**src/rtl/cbs_pkg.sv**
```systemverilog
package cbs_pkg;
  typedef enum logic [1:0] {
    ST_IDLE = 2'd0,
    ST_ADDR = 2'd1,
    ST_DATA = 2'd2,
    ST_SKIP = 2'd3
  } rx_state_e;
endpackage

```
**src/rtl/cbs_rst_sync.sv**
```systemverilog
module cbs_rst_sync #(
  parameter int STAGES = 2
) (
  input  logic clk,
  input  logic rst_n,
  output logic rst_sync_n
);
  logic [STAGES-1:0] chain_q;

  always_ff @(posedge clk or negedge rst_n) begin
    if (!rst_n) chain_q <= '0;
    else        chain_q <= {chain_q[STAGES-2:0], 1'b1};
  end

  assign rst_sync_n = chain_q[STAGES-1];
endmodule

```
**src/rtl/cbs_line_sync.sv**
```systemverilog
module cbs_line_sync #(
  parameter int LINES  = 3,
  parameter int STAGES = 2
) (
  input  logic             clk,
  input  logic             rst_n,
  input  logic [LINES-1:0] raw_i,
  output logic [LINES-1:0] sync_o
);
  // Bus lines idle high, so the chain resets to ones: no false edge at release.
  logic [STAGES-1:0][LINES-1:0] stage_q;

  always_ff @(posedge clk or negedge rst_n) begin
    if (!rst_n) stage_q <= '1;
    else        stage_q <= {stage_q[STAGES-2:0], raw_i};
  end

  assign sync_o = stage_q[STAGES-1];
endmodule

```
**src/rtl/cbs_cond_detect.sv**
```systemverilog
module cbs_cond_detect #(
  parameter int FRAME_LINES = 2
) (
  input  logic                   clk,
  input  logic                   rst_n,
  input  logic                   scl_s,
  input  logic [FRAME_LINES-1:0] frame_s,
  output logic                   start_o,
  output logic                   stop_o,
  output logic                   scl_rise_o,
  output logic                   scl_fall_o
);
  logic                   scl_prev_q;
  logic [FRAME_LINES-1:0] frame_prev_q;
  logic [FRAME_LINES-1:0] fall_v;
  logic [FRAME_LINES-1:0] rise_v;
  logic                   scl_held_high;

  always_ff @(posedge clk or negedge rst_n) begin
    if (!rst_n) begin
      scl_prev_q   <= 1'b1;
      frame_prev_q <= '1;
    end else begin
      scl_prev_q   <= scl_s;
      frame_prev_q <= frame_s;
    end
  end

  // One edge detector per framing line; any line may open or close a transfer.
  for (genvar f = 0; f < FRAME_LINES; f++) begin : g_frame
    assign fall_v[f] = frame_prev_q[f] & ~frame_s[f];
    assign rise_v[f] = ~frame_prev_q[f] & frame_s[f];
  end

  assign scl_held_high = scl_s & scl_prev_q;
  assign start_o       = scl_held_high & (|fall_v);
  assign stop_o        = scl_held_high & (|rise_v);
  assign scl_rise_o    = scl_s & ~scl_prev_q;
  assign scl_fall_o    = ~scl_s & scl_prev_q;
endmodule

```
**src/rtl/cbs_protocol.sv**
```systemverilog
module cbs_protocol
  import cbs_pkg::*;
#(
  parameter int                DATA_W       = 8,
  parameter logic [DATA_W-1:0] ADDR_BASE    = DATA_W'(8'h88),
  parameter int                ADDR_PIN_POS = 1
) (
  input  logic              clk,
  input  logic              rst_n,
  input  logic              start_i,
  input  logic              stop_i,
  input  logic              scl_rise_i,
  input  logic              scl_fall_i,
  input  logic              sda_bit_i,
  input  logic              addr_sel_i,
  output rx_state_e         state_o,
  output logic              pull_o,
  output logic [DATA_W-1:0] data_o,
  output logic              valid_o
);
  localparam int              CNT_W    = $clog2(DATA_W + 2);
  localparam logic [CNT_W-1:0] CNT_LAST = CNT_W'(DATA_W);
  localparam logic [CNT_W-1:0] CNT_ACK  = CNT_W'(DATA_W + 1);

  rx_state_e         state_q, state_d;
  logic [CNT_W-1:0]  cnt_q, cnt_d;
  logic [DATA_W-1:0] shift_q, shift_d;
  logic              pull_q, pull_d;
  logic [DATA_W-1:0] data_q;
  logic              valid_q;
  logic              data_en;
  logic [DATA_W-1:0] addr_match;

  always_comb begin
    addr_match               = ADDR_BASE;
    addr_match[ADDR_PIN_POS] = addr_sel_i;
  end

  always_comb begin
    state_d = state_q;
    cnt_d   = cnt_q;
    shift_d = shift_q;
    pull_d  = pull_q;
    data_en = 1'b0;
    if (start_i) begin
      state_d = ST_ADDR;
      cnt_d   = '0;
      pull_d  = 1'b0;
    end else if (stop_i) begin
      state_d = ST_IDLE;
      cnt_d   = '0;
      pull_d  = 1'b0;
    end else if (state_q == ST_ADDR || state_q == ST_DATA) begin
      if (scl_rise_i) begin
        if (cnt_q < CNT_LAST) begin
          shift_d = {shift_q[DATA_W-2:0], sda_bit_i};
          cnt_d   = cnt_q + 1'b1;
        end else if (cnt_q == CNT_LAST) begin
          cnt_d = CNT_ACK;
        end
      end else if (scl_fall_i) begin
        if (cnt_q == CNT_LAST) begin
          if (state_q == ST_ADDR) begin
            if (shift_q == addr_match) begin
              pull_d  = 1'b1;
              state_d = ST_DATA;
            end else begin
              state_d = ST_SKIP;
            end
          end else begin
            pull_d  = 1'b1;
            data_en = 1'b1;
          end
        end else if (cnt_q == CNT_ACK) begin
          pull_d = 1'b0;
          cnt_d  = '0;
        end
      end
    end
  end

  always_ff @(posedge clk or negedge rst_n) begin
    if (!rst_n) begin
      state_q <= ST_IDLE;
      cnt_q   <= '0;
      shift_q <= '0;
      pull_q  <= 1'b0;
      valid_q <= 1'b0;
    end else begin
      state_q <= state_d;
      cnt_q   <= cnt_d;
      shift_q <= shift_d;
      pull_q  <= pull_d;
      valid_q <= data_en;
    end
  end

  always_ff @(posedge clk or negedge rst_n) begin
    if (!rst_n)       data_q <= '0;
    else if (data_en) data_q <= shift_q;
  end

  assign state_o = state_q;
  assign pull_o  = pull_q;
  assign data_o  = data_q;
  assign valid_o = valid_q;
endmodule

```
**src/rtl/ctrl_bus_slave.sv**
```systemverilog
module ctrl_bus_slave
  import cbs_pkg::*;
#(
  parameter int                DATA_W       = 8,
  parameter logic [DATA_W-1:0] ADDR_BASE    = DATA_W'(8'h88),
  parameter int                ADDR_PIN_POS = 1,
  parameter int                SYNC_STAGES  = 2
) (
  input  logic              clk,
  input  logic              rst_n,
  input  logic              addr_sel,
  input  logic              scl_i,
  input  logic              sda_i,
  input  logic              sen_i,
  output logic              sda_drive_n,
  output logic [DATA_W-1:0] rx_data,
  output logic              rx_valid
);
  localparam int LINES       = 3;
  localparam int FRAME_LINES = LINES - 1;

  logic             rst_n_s;
  logic [LINES-1:0] lines_s;
  logic             scl_s;
  logic             start_w;
  logic             stop_w;
  logic             scl_rise_w;
  logic             scl_fall_w;
  logic             pull_w;
  rx_state_e        state_w;

  cbs_rst_sync #(.STAGES(SYNC_STAGES)) u_rst_sync (
    .clk        (clk),
    .rst_n      (rst_n),
    .rst_sync_n (rst_n_s)
  );

  // Line order: bit 0 clock, bit 1 data, bit 2 enable.
  cbs_line_sync #(.LINES(LINES), .STAGES(SYNC_STAGES)) u_line_sync (
    .clk    (clk),
    .rst_n  (rst_n_s),
    .raw_i  ({sen_i, sda_i, scl_i}),
    .sync_o (lines_s)
  );

  assign scl_s = lines_s[0];

  cbs_cond_detect #(.FRAME_LINES(FRAME_LINES)) u_cond (
    .clk        (clk),
    .rst_n      (rst_n_s),
    .scl_s      (scl_s),
    .frame_s    (lines_s[LINES-1:1]),
    .start_o    (start_w),
    .stop_o     (stop_w),
    .scl_rise_o (scl_rise_w),
    .scl_fall_o (scl_fall_w)
  );

  cbs_protocol #(
    .DATA_W       (DATA_W),
    .ADDR_BASE    (ADDR_BASE),
    .ADDR_PIN_POS (ADDR_PIN_POS)
  ) u_proto (
    .clk        (clk),
    .rst_n      (rst_n_s),
    .start_i    (start_w),
    .stop_i     (stop_w),
    .scl_rise_i (scl_rise_w),
    .scl_fall_i (scl_fall_w),
    .sda_bit_i  (lines_s[1]),
    .addr_sel_i (addr_sel),
    .state_o    (state_w),
    .pull_o     (pull_w),
    .data_o     (rx_data),
    .valid_o    (rx_valid)
  );

  assign sda_drive_n = ~pull_w;
endmodule

```
**config.mk**
```make
export PLATFORM = sky130hd
export DESIGN_NAME = ctrl_bus_slave
export DESIGN_NICKNAME = d
export VERILOG_FILES = /design/src/rtl/cbs_pkg.sv /design/src/rtl/cbs_rst_sync.sv /design/src/rtl/cbs_line_sync.sv /design/src/rtl/cbs_cond_detect.sv /design/src/rtl/cbs_protocol.sv /design/src/rtl/ctrl_bus_slave.sv
export SDC_FILE = /design/constraint.sdc
export NUM_CORES = 1
export LEC_CHECK = 0
export ABC_AREA = 1
export BUFFER_PORTS_ARGS = -buffer_cell sky130_fd_sc_hd__buf_2
export CAP_MARGIN = 30
export CORE_MARGIN = 2
export CORE_UTILIZATION = 45
export DETAILED_ROUTE_END_ITERATION = 10
export MAX_ROUTING_LAYER = met4
export REMOVE_ABC_BUFFERS = 1
export SYNTH_ARGS = -nofsm -noshare
export SYNTH_HDL_FRONTEND = slang
export SYNTH_SLANG_ARGS = --single-unit
```
**constraint.sdc**
```tcl
create_clock -name clk -period 1.2 [get_ports clk]
set_input_delay 0.24 -clock clk [delete_from_list [all_inputs] [get_ports clk]]
set_output_delay 0.24 -clock clk [all_outputs]
set_load 0.005 [all_outputs]
```
# After elaboration in Yosys (flattened, before gate mapping)
# Index checks and enable logic that the tools add are counted.
# word_totals
in_bits,6
regBits,35
wordCells,87
output_inout_bits,10
# op_classes
eq_ne,9
reduce_logical,14
bitwise,18
addsub,1
magnitude_cmp,1
n_mux,33
# op_table
op,count
$mux W4,9
$reduce_and A5 Y1,4
$mux W1,17
$mux W2,7
$reduce_bool A3 Y1,4
$reduce_bool A4 Y1,3
$and A1 B1 Y1,9
$not A1 Y1,9
$eq A4 B4 Y1 const B,2
$eq A8 B8 Y1,1
$ne A5 B3 Y1 const B,1
$ne A5 B5 Y1 const B,1
$add A4 B1 Y4 const B,1
$lt A4 B4 Y1 const B,1
$ne A4 B4 Y1 const B,1
$reduce_or A2 Y1,2
$ne A3 B3 Y1 const B,1
$eq A2 B1 Y1 const B,1
$eq A2 B2 Y1 const B,1
$logic_or A1 B1 Y1,1

# Logic depth before layout (Yosys ltp)
# logic_depth
depth_word,9
mapped_depth,10

# Cells and area by module
# A second synthesis with hierarchy kept.
# hier_totals
cells_unflattened,188
area_unflattened_um2,1687.9
# by_module_without_submodules
mod,n_inst,seq_area_each_um2,cells_per_inst,area_each_um2
cbs_protocol,1,600.6,157,1312.5
cbs_line_sync,1,157.7,9,180.2
cbs_cond_detect,1,78.8,18,137.6
cbs_rst_sync,1,50.0,3,53.8
ctrl_bus_slave,1,0.0,1,3.8

# Least setup slack after synthesis
# OpenSTA, ideal clock, no wires.
# synth_path
path_kind,reg-to-reg
from,register u_cond.scl_prev_q
to,register u_proto.data_q[7] (netlist: u_proto.data_o[7])
required_time_ps,1083
stages_incl_launch_ff,8
synth_period_minus_slack_ps,1657
path_slack_ps,-457
arrival_time_ps,1539
setup_ps,117
cell_sequence,dfstp_2 inv_1 ha_1 nor4_4 nand2_2 buf_6 nand2_2 o21ai_2
# synth_between
elab_chain_cells,6
word_cells_on_any_way,11
cone_classes,mux (5); bitwise (6)
# synth_lines
item,line,source
from (decl),cbs_cond_detect.sv:13,logic scl_prev_q;
from (signal assigned),cbs_cond_detect.sv:24,scl_prev_q <= scl_s;
$and A1 B1 Y1 or $not A1 Y1 (tied branches),"cbs_cond_detect.sv:39, cbs_cond_detect.sv:38",
$mux W1 or $and A1 B1 Y1 (tied branches),"cbs_protocol.sv:61, cbs_cond_detect.sv:38",
$mux W1,cbs_protocol.sv:54,if (scl_rise_i) begin
$mux W1,cbs_protocol.sv:53,end else if (state_q == ST_ADDR || state_q == ST_DATA) begin
$mux W1,cbs_protocol.sv:49,end else if (stop_i) begin
$mux W1 *,cbs_protocol.sv:45,if (start_i) begin
to (signal assigned),cbs_protocol.sv:100,else if (data_en) data_q <= shift_q;
to (decl),cbs_protocol.sv:29,logic [DATA_W-1:0] data_q;
# Every way passes the cells marked *; elsewhere a longest branch is shown, timed or not.
# A chain may end at the register's enable or synchronous reset.

# Final worst setup path
# layout_path
from,register u_cond.scl_prev_q
to,register u_proto.data_q[6] (netlist: u_proto.data_o[6])
# Same word-level chain as after synthesis.

==> flow_summary.yaml <==
routing:
  via_count: 1350
  routedWlPerCell_um: 13.0
  wl_met2_um: 1950
  postRouteWirelength_um: 3690
  drt_iter0_drc: 64
  wl_met1_um: 1500
  drt-vias-per-instance: 4.75
  first_pass_iters: 4
  drt.antenna.violating_nets: 0
  top_layer_used: "met4"
  drc_errors: 0
  wl_met3_um: 126
cts:
  cts_root_buffer: "clkbuf_4"
  clkTransAtPathRegs_ns: 0.11
  cts_buffer_depth: 2
  cts_made_buffers: 5
  cts_tree: "yes"
  clock_latency_ns: 0.35
  htree_levels: 2
  cts.sinks: 35
sta:
  rsz0062_at_grt: "yes"
  finalCritPeriodShare_pct: 129
  slew_viol_final: 0
  finalClockSkew_ns: 0.0134
  fmax_mhz: 648
  fin_ws_ns: -0.344
  period_minus_slack_ns: 1.54
  finalSetupViolations: 24
  hold_viol: 0
global_routing:
  grt_max_degree: 34
  grt_pass1_wl_um: 5980
  grt_antenna_before_repair: 0
  first_global_vias: 1316
  grt_usage_pct: 19.6
  grt-ovfl-total: 0
floorplan:
  core_area_um2: 3420
  start_util_pct: 47.8
  io_pins: 16
  die_h_um: 64.2
  rows: 21
  die_area_um2: 4130
  fp.dieW_um: 64.2
layout:
  final_cell_mix: "nand2_1, dfrtp_1, buf_4, inv_1, nand2_2"
  final_common_cell: "nand2_1"
  drive_gt1_share_pct: 55.5
  nNetsFinal: 251
  antenna_cells: 0
  stdcell_count: 284
  syn2layout_area_growth_pct: 51.6
  post-route-cell-area_um2: 2470
  fin_util_pct: 72.5
logic_synthesis:
  synth_cell_types: 23
  avgSynthCellArea_um2: 9.17
  ys_seq_area_share_pct: 54.3
  ys.warnings.count: 0
  postSynthCellCount: 178
  synth_top_area_cell: "dfrtp_1"
  netlist_area_um2: 1630
  yosys.area.top_type_share_pct: 39.8
  yosys_register_bits: 35
  synth.area.top_cells: "dfrtp_1, dfstp_2, nand2_1"
run_status:
  violations: "negative setup slack"
  run_status: "finished, violations left"
critical_path:
  required_ns: 1.44
  ff2ff_path_depth: 7
  arrival_ns: 1.79
  crit_type: "reg -> reg"
  critPathMaxFanout: 17
  timing.reg2reg.setup_slack_ns: -0.34
  reg2reg_to: "u_proto.data_o[6]$_DFFE_PN0P_"
  r2r-start: "u_cond.scl_prev_q$_DFF_PN1_"
  end_kind: "flop"
  startpoint: "u_cond.scl_prev_q$_DFF_PN1_"
  setup.worst_path.end: "u_proto.data_o[6]$_DFFE_PN0P_"
  start_kind: "flop"
job:
  maxCapViolations: 0
power_and_ir_drop:
  leakage_nw: 1.21
  ir_drop_mv: 1.02
  power_density_nw_per_um2: 1410
worst_hold_path:
  hold_class: "in -> async"
place:
  hpwl_um: 2180
  dpl.cell_count: 265
  place_area_um2: 2010
  place_congestion: 0.772
  io_buffers: 15
cell usage after synthesis:
cell,count
nand2_1,53
inv_1,28
dfrtp_1,26
dfstp_2,9
ha_1,8
o21ai_1,8
o21ai_2,8
o21ai_0,6
nand3_1,5
nand4_1,5
nor2_1,5
nand2_2,4
inv_2,3
a21oi_1,1
buf_2,1
buf_6,1
conb_1,1
nand3_2,1
nand4_2,1
nor3_1,1
nor4_4,1
o211ai_1,1
xnor2_1,1
registers in the layout, indices dropped and copies added, names as in the netlist, 2 cells and up:
signal and cells:
u_line_sync.sync_o 3, u_proto.data_o 8, u_proto.state_o 2, u_line_sync.stage_q 3
u_proto.shift_q 8, u_cond.frame_prev_q 2, u_rst_sync.chain_q 2, u_proto.cnt_q 4
stage by stage:
stage	worst slack [ns]	TNS (ns)	hold slack (ns)	total power, W
after floorplan	-0.489	-7.54	-0.0556	0.00194
after global placement	-0.381	-7.22	0.0250	0.00229
after detailed placement	-0.458	-8.01	0.0264	0.00232
after CTS	-0.358	-6.94	0.180	0.00320
after global routing	-0.432	-8.65	0.166	0.00371
final	-0.344	-6.75	0.190	0.00349
worst min path at each step:
| stage | startpoint | endpoint | slack, ns | cells after the start |
|---|---|---|---|---|
| final | rst_n | u_rst_sync.chain_q[1]$_DFF_PN0_ | 0.19 | 2 |
| after global placement | rst_n | u_rst_sync.chain_q[1]$_DFF_PN0_ | 0.02 | 1 |
| after CTS | rst_n | u_rst_sync.chain_q[1]$_DFF_PN0_ | 0.18 | 2 |
| after detailed placement | rst_n | u_rst_sync.chain_q[0]$_DFF_PN0_ | 0.03 | 1 |
| after global routing | rst_n | u_rst_sync.chain_q[1]$_DFF_PN0_ | 0.17 | 2 |
| after floorplan | rst_n | u_rst_sync.chain_q[0]$_DFF_PN0_ | -0.06 | 0 |
repair_timing:
| item | in CTS | in global routing |
|---|---|---|
| hold endpoints to repair | 5 | 0 |
| pin swaps | 16 | 18 |
| hold buffers | 4 | 0 |
| gates resized for setup | 33 | 50 |
| cloned | 1 | 0 |
| buffers inserted | 4 | 2 |
| endpoints found under the setup margin | 24 | 25 |
worst max-delay path, stage by stage (launching register included):
cell	delay [ns]
dfstp_2	0.56
inv_2	0.05
ha_4	0.17
nor4_4	0.28
nand2_2	0.10
buf_12	0.16
nand2_1	0.07
o21ai_2	0.05
cells by family (layout without fill, tap and decap cells):
| kind of cell | Yosys count | after routing | synth area share, % |
|---|---|---|---|
| xor gates and xnor gates | 1 | 1 | 0.536 |
| AOI/OAI and AO/OA | 24 | 24 | 9.35 |
| and+or+nand+nor | 76 | 76 | 21.3 |
| adders and majority gates | 8 | 8 | 6.13 |
| buffers and inverters | 33 | 93 | 8.12 |
| DFF | 35 | 35 | 54.3 |
| other | 1 | 1 | 0.230 |
where the power goes:
part,total (W),switching [W],internal [W]
combinational,0.00124,0.000633,0.000610
sequential,0.00153,0.000173,0.00136
clock,0.000719,0.000430,0.000288
total,0.00349,0.00124,0.00225
final cells by class:
type | instances | area (µm²)
clock buffers | 6 | 51.3
inverters | 31 | 124
clock inverters | 2 | 16.3
repair buffers | 54 | 464
fillers | 241 | 941
well taps | 46 | 57.6
flip-flops and latches | 35 | 887
multi-input cells | 110 | 875
layer usage:
metal,vias up,GRT usage (%)
met3,12,5.46
met1,639,20.9
met5,-,-
met2,24,33.1
met4,0,10.1
li1,675,-
Note: power is estimated with default switching activity, not from simulation.
